$ cat config.mk
export PLATFORM = sky130hd
export DESIGN_NAME = epoch_integrator
export DESIGN_NICKNAME = d
export VERILOG_FILES = /design/src/rtl/ei_pkg.sv /design/src/rtl/ei_sat_add.sv /design/src/rtl/ei_dump_counter.sv /design/src/rtl/epoch_integrator.sv
export SDC_FILE = /design/constraint.sdc
export NUM_CORES = 1
export LEC_CHECK = 0
export ABC_AREA = 1
export ABC_CLOCK_PERIOD_IN_PS = 2200
export CAP_MARGIN = 20
export CORE_ASPECT_RATIO = 0.9
export CORE_UTILIZATION = 35
export DETAILED_ROUTE_END_ITERATION = 8
export PLACE_DENSITY = 0.51
export SYNTH_ARGS = -nofsm -noshare
export SYNTH_HDL_FRONTEND = slang
export SYNTH_SLANG_ARGS = --single-unit
$ cat constraint.sdc
create_clock -name clk -period 2.2 [get_ports clk]
set_input_delay 0.33 -clock clk [delete_from_list [all_inputs] [get_ports clk]]
set_output_delay 0.33 -clock clk [all_outputs]
set_load 0.02 [all_outputs]
$ cat src/rtl/ei_pkg.sv
package ei_pkg;

    typedef enum logic [0:0] {
        ST_WAIT  = 1'b0,
        ST_INTEG = 1'b1
    } ei_state_e;

endpackage

$ cat src/rtl/ei_sat_add.sv
module ei_sat_add #(
    parameter int SUM_W  = 16,
    parameter int PROD_W = 4
) (
    input  logic signed [SUM_W-1:0]  acc_i,
    input  logic signed [PROD_W-1:0] add_i,
    output logic signed [SUM_W-1:0]  sum_o,
    output logic                     sat_o
);
    localparam int WIDE_W = SUM_W + 1;
    localparam logic signed [SUM_W-1:0] MAX_V = {1'b0, {(SUM_W-1){1'b1}}};
    localparam logic signed [SUM_W-1:0] MIN_V = {1'b1, {(SUM_W-1){1'b0}}};

    logic signed [WIDE_W-1:0] wide_acc;
    logic signed [WIDE_W-1:0] wide_add;
    logic signed [WIDE_W-1:0] wide_sum;

    always_comb begin
        wide_acc = WIDE_W'(acc_i);
        wide_add = WIDE_W'(add_i);
        wide_sum = wide_acc + wide_add;
        sat_o    = wide_sum[WIDE_W-1] != wide_sum[WIDE_W-2];
        if (sat_o) begin
            sum_o = wide_sum[WIDE_W-1] ? MIN_V : MAX_V;
        end else begin
            sum_o = wide_sum[SUM_W-1:0];
        end
    end

endmodule

$ cat src/rtl/ei_dump_counter.sv
module ei_dump_counter #(
    parameter int EPOCHS = 20
) (
    input  logic clk,
    input  logic rst_n,
    input  logic count_i,
    input  logic clear_i,
    output logic edge_o
);
    localparam int CNT_W = (EPOCHS > 1) ? $clog2(EPOCHS) : 1;
    localparam logic [CNT_W-1:0] LAST = CNT_W'(EPOCHS - 1);

    logic [CNT_W-1:0] cnt_q;

    always_ff @(posedge clk or negedge rst_n) begin
        if (!rst_n) begin
            cnt_q <= '0;
        end else if (clear_i) begin
            cnt_q <= '0;
        end else if (count_i) begin
            cnt_q <= (cnt_q == LAST) ? '0 : cnt_q + 1'b1;
        end
    end

    assign edge_o = count_i && !clear_i && (cnt_q == LAST);

    // counter never leaves its 0..EPOCHS-1 range
    p_cnt_range_r7: assert property (@(posedge clk) disable iff (!rst_n)
        cnt_q <= LAST);

    // resync leaves the counter at zero
    p_resync_clear_r8: assert property (@(posedge clk) disable iff (!rst_n)
        clear_i |=> cnt_q == '0);

endmodule

$ cat src/rtl/epoch_integrator.sv
module epoch_integrator #(
    parameter int SUM_W  = 16,
    parameter int PROD_W = 4,
    parameter int EPOCHS = 20
) (
    input  logic                     clk,
    input  logic                     rst_n,
    input  logic                     smp_en,
    input  logic signed [PROD_W-1:0] smp_prod,
    input  logic                     dump_i,
    input  logic                     resync_i,
    output logic signed [SUM_W-1:0]  dump_sum,
    output logic                     dump_vld,
    output logic                     dump_ovf,
    output logic                     bit_edge
);
    import ei_pkg::*;

    localparam logic signed [SUM_W-1:0] MAX_V = {1'b0, {(SUM_W-1){1'b1}}};
    localparam logic signed [SUM_W-1:0] MIN_V = {1'b1, {(SUM_W-1){1'b0}}};

    ei_state_e                state_q, state_d;
    logic signed [SUM_W-1:0]  acc_q;
    logic                     ovf_run_q;
    logic signed [PROD_W-1:0] add_val;
    logic signed [SUM_W-1:0]  sum_w;
    logic                     sat_w;
    logic                     edge_w;
    logic                     count_dump;

    assign add_val    = smp_en ? smp_prod : '0;
    assign count_dump = (state_q == ST_INTEG) && dump_i;

    ei_sat_add #(.SUM_W(SUM_W), .PROD_W(PROD_W)) u_add (
        .acc_i (acc_q),
        .add_i (add_val),
        .sum_o (sum_w),
        .sat_o (sat_w)
    );

    ei_dump_counter #(.EPOCHS(EPOCHS)) u_cnt (
        .clk     (clk),
        .rst_n   (rst_n),
        .count_i (count_dump),
        .clear_i (resync_i),
        .edge_o  (edge_w)
    );

    // next-state logic
    always_comb begin
        state_d = state_q;
        unique case (state_q)
            ST_WAIT:  if (dump_i) state_d = ST_INTEG;  // first epoch
            ST_INTEG: state_d = ST_INTEG;              // epoch dump stays
            default:  state_d = ST_WAIT;
        endcase
    end

    // state register
    always_ff @(posedge clk or negedge rst_n) begin
        if (!rst_n) begin
            state_q <= ST_WAIT;
        end else begin
            state_q <= state_d;
        end
    end

    // datapath and outputs
    always_ff @(posedge clk or negedge rst_n) begin
        if (!rst_n) begin
            acc_q     <= '0;
            ovf_run_q <= 1'b0;
            dump_sum  <= '0;
            dump_vld  <= 1'b0;
            dump_ovf  <= 1'b0;
            bit_edge  <= 1'b0;
        end else begin
            dump_vld <= 1'b0;
            bit_edge <= 1'b0;
            unique case (state_q)
                ST_WAIT: begin
                    acc_q     <= '0;
                    ovf_run_q <= 1'b0;
                end
                ST_INTEG: begin
                    if (dump_i) begin
                        dump_sum  <= sum_w;
                        dump_ovf  <= ovf_run_q | sat_w;
                        dump_vld  <= 1'b1;
                        bit_edge  <= edge_w;
                        acc_q     <= '0;
                        ovf_run_q <= 1'b0;
                    end else begin
                        acc_q     <= sum_w;
                        ovf_run_q <= ovf_run_q | sat_w;
                    end
                end
                default: begin
                    acc_q     <= '0;
                    ovf_run_q <= 1'b0;
                end
            endcase
        end
    end

    // nothing accumulates or reports before the first epoch edge
    p_wait_idle_r2: assert property (@(posedge clk) disable iff (!rst_n)
        state_q == ST_WAIT |-> acc_q == '0 && !dump_vld);

    // a strobe only follows a dump seen while integrating
    p_vld_follows_dump_r4: assert property (@(posedge clk) disable iff (!rst_n)
        dump_vld |-> $past(dump_i) && $past(state_q == ST_INTEG));

    // every dump restarts the running sum at zero
    p_acc_restart_r4: assert property (@(posedge clk) disable iff (!rst_n)
        dump_i |=> acc_q == '0);

    // reported result is held between strobes
    p_hold_result_r5: assert property (@(posedge clk) disable iff (!rst_n)
        !dump_vld |-> $stable(dump_sum) && $stable(dump_ovf));

    // a fresh overflow leaves the sum pinned at a limit
    p_no_wrap_r6: assert property (@(posedge clk) disable iff (!rst_n)
        $rose(ovf_run_q) |-> acc_q == MAX_V || acc_q == MIN_V);

    // bit strobe only rides on a dump strobe
    p_edge_with_vld_r7: assert property (@(posedge clk) disable iff (!rst_n)
        bit_edge |-> dump_vld);

endmodule

==> results.py <==
metrics = {
    "outcome": {
        "outcome": "finished, violations left",
        "violations": "design-rule violations, negative setup slack",
    },
    "final_layout": {
        "nets": 491,
        "fill_cells": 783,
        "diodes": 0,
        "layout_commonest_cell": "nand2_1",
        "syn2layout_area_growth_pct": 44.8,
        "drive_gt1_share_pct": 39.2,
        "stdcell_count": 576,
        "final_cell_mix": "nand2_1 (104), buf_4 (60), dfrtp_1 (42)",
    },
    "placement": {
        "io_buffers": 27,
        "dp.cells": 557,
        "pre_cts_ws_ns": -0.648,
        "gp_congestion": 0.827,
        "dpl.hpwl_mm": 5.47,
    },
    "synth": {
        "syn_area_sq_mm": 0.00289,
        "synth-seq-area-share_pct": 36.4,
        "ys_seq_elements": 42,
        "synth-edff-count": 0,
        "synth_cell_types": 34,
        "syn_avg_cell_area_sq_um": 7.53,
        "ys_warn_count": 0,
        "async_flop_share_pct": 100,
        "synthCells": 383,
        "ys.flop_type": "dfrtp_1",
        "synth_fp_nets": 398,
    },
    "die": {
        "io_pins": 28,
        "die_y_um": 88.1,
        "die-area_sq_mm": 0.00861,
        "chipWidth_um": 97.7,
        "rows": 31,
        "initial_utilization_pct": 35.9,
        "core_sq_mm": 0.00803,
    },
    "sta": {
        "fin_skew_ns": 0.00974,
        "finalMaxSlewViolations": 0,
        "relSlewSlack_pct": 61.6,
        "hold_violations": 0,
        "finalSetupViolCount": 6,
        "rsz0062_at_grt": "true",
        "worst_slew_pin_slew_ns": 0.569,
        "period_share_pct": 101,
        "finalSetupTns_ns": -0.0490,
        "fmax_ghz": 0.451,
        "period_needed_ns": 2.22,
        "worst_slack_ns": -0.0158,
    },
    "drt": {
        "wire_per_inst_um": 13.0,
        "drc": 2,
        "vias_per_cell": 4.51,
        "ant_nets": 0,
        "drt_pass1_iterations": 6,
        "wl_mm": 7.47,
        "drt_iter0_drc": 83,
        "vias": 2597,
    },
    "global_routing": {
        "grt_overflow": 0,
        "grt_max_degree": 21,
        "grt_pass1_vias": 2622,
        "grt_usage_pct": 18.9,
        "antenna_found_initial": 0,
        "grt_pass1_wl_mm": 12.8,
    },
    "pwr": {
        "peakVddDrop_v": 0.000602,
        "powerDensity_mw_per_mm2": 1220,
        "total_power_uw": 5110,
        "p_leak_uw": 0.00216,
    },
    "clocking": {
        "htreeDepth": 2,
        "cts_root_buf": "clkbuf_8",
        "cts_sinks": 42,
        "cts_tree": "done",
        "clock_path_buffers": 2,
        "clkTransAtPathRegs_ns": 0.08,
        "cts_buffers": 5,
        "clk-insertion-delay-late_ns": 0.30,
    },
    "setup_path": {
        "critPathKind": "flip-flop to flip-flop",
        "path_max_fanout": 6,
        "startpoint_type": "flip-flop",
        "crit_arrival_ns": 2.45,
        "r2r_slack_ns": -0.02,
        "critical_path_required_ns": 2.44,
        "cp-end-kind": "flip-flop",
    },
    "worst_hold_path": {
        "hold_class": "flip-flop to flip-flop",
    },
    "flow_run": {
        "maxCapViolCount": 0,
    },
}
## per-layer routing
metal	part of all wire [%]	wire [um]	up-vias	GRT usage [%]
li1	-	-	1386	-
met5	0	0	-	0
met3	3.8	283	7	3.51
met2	44	3270	37	30.6
met4	1.0	77	0	5.37
met1	51	3840	1167	26.1
## worst paths after layout
| path | startpoint | depth (start not counted) | end |
|---|---|---|---|
| worst max-delay path | acc_q[0] | 18 | dump_sum[7] |
| worst min-delay path | dump_sum[3] | 2 | dump_sum[3] |
| worst max register to register | acc_q[0] | 18 | dump_sum[7] |
| worst min register to register | dump_sum[3] | 2 | dump_sum[3] |
| max in group asynchronous | rst_n | 3 | dump_sum[10] |
| min in group asynchronous | rst_n | 2 | u_cnt.cnt_q[4] |
## synthesized netlist by cell type, drive strengths merged (4+ instances only)
master,n,area share (%)
o21ai,7,1.2
xor2,10,3.7
nand4,4,0.87
buf,9,4.0
xnor2,4,1.2
a21oi,21,4.4
ha,5,2.2
dfrtp,42,36
nand3,37,6.8
nand2,167,27
nor2,15,2.5
inv,46,6.1
## power breakdown
part | total (uW) | switching [uW] | internal [uW] | leakage, uW
combinational | 3110 | 1670 | 1440 | 0.00156
sequential | 1250 | 207 | 1040 | 0.000532
clock | 755 | 270 | 484 | 0.0000714
total | 5110 | 2150 | 2970 | 0.00216
## state kept, by name, indices dropped and copies added (netlist names)
| register | flops |
|---|---|
| acc_q | 16 |
| dump_sum | 16 |
| dump_ovf | 1 |
| u_cnt.cnt_q | 5 |
| ovf_run_q | 1 |
| bit_edge | 1 |
| state_q | 1 |
| dump_vld | 1 |
## kinds of logic (layout without fill, tap and decap cells)
family | Yosys count | count (layout) | share of synthesized area [%]
flip-flops | 42 | 42 | 36.4
AO/OA/AOI/OAI | 36 | 36 | 7.81
buffers and inverters | 59 | 152 | 10.8
XOR/XNOR | 14 | 14 | 4.90
AND/OR/NAND/NOR | 226 | 227 | 37.3
adder cells (fa/ha/maj) | 6 | 6 | 2.86
## per-stage QoR
step / hold WS [ns] / util [%] / instance area [sq um]
after floorplan: 0.0344 / - / 2940
after global placement: 0.297 / 45.7 / 3670
after detailed placement: 0.305 / 45.7 / 3670
after CTS: 0.487 / 50.1 / 4020
after global routing: 0.506 / 52.0 / 4180
final: 0.483 / 52.0 / 4180
## critical path: stages (launching register included)
cell and delay (ns):
dfrtp_1 0.37, ha_2 0.19, inv_2 0.04, fa_2 0.34
o21ai_1 0.12, nand2_1 0.07, nand2_2 0.07, nand3_2 0.07
nand2_2 0.09, nand2_4 0.08, nand2_4 0.07, nand2_2 0.05
nand2_2 0.09, nand2_4 0.09, buf_6 0.13, buf_12 0.13
nand2_2 0.05, nand2_1 0.04, nand2_1 0.07
## timing repair
item                       4_1_cts  5_1_grt
hold endpoints to repair        18        0
hold buffers                     1        0
gates cloned                     3        0
resized for setup               25       45
pin swaps                       22       21
setup endpoints to repair       33       34
setup buffers                    8        1
## final cells by class
type | instances | area (sq um) | share of cell area [%]
clock buffers | 6 | 82.6 | 1.98
clock inverters | 2 | 60.1 | 1.44
inverters | 47 | 179 | 4.28
multi-input cells | 283 | 1820 | 43.7
flip-flops and latches | 42 | 1050 | 25.2
well taps | 99 | 124 | 2.96
repair buffers | 97 | 857 | 20.5
Power figures use the tool's default switching activity.
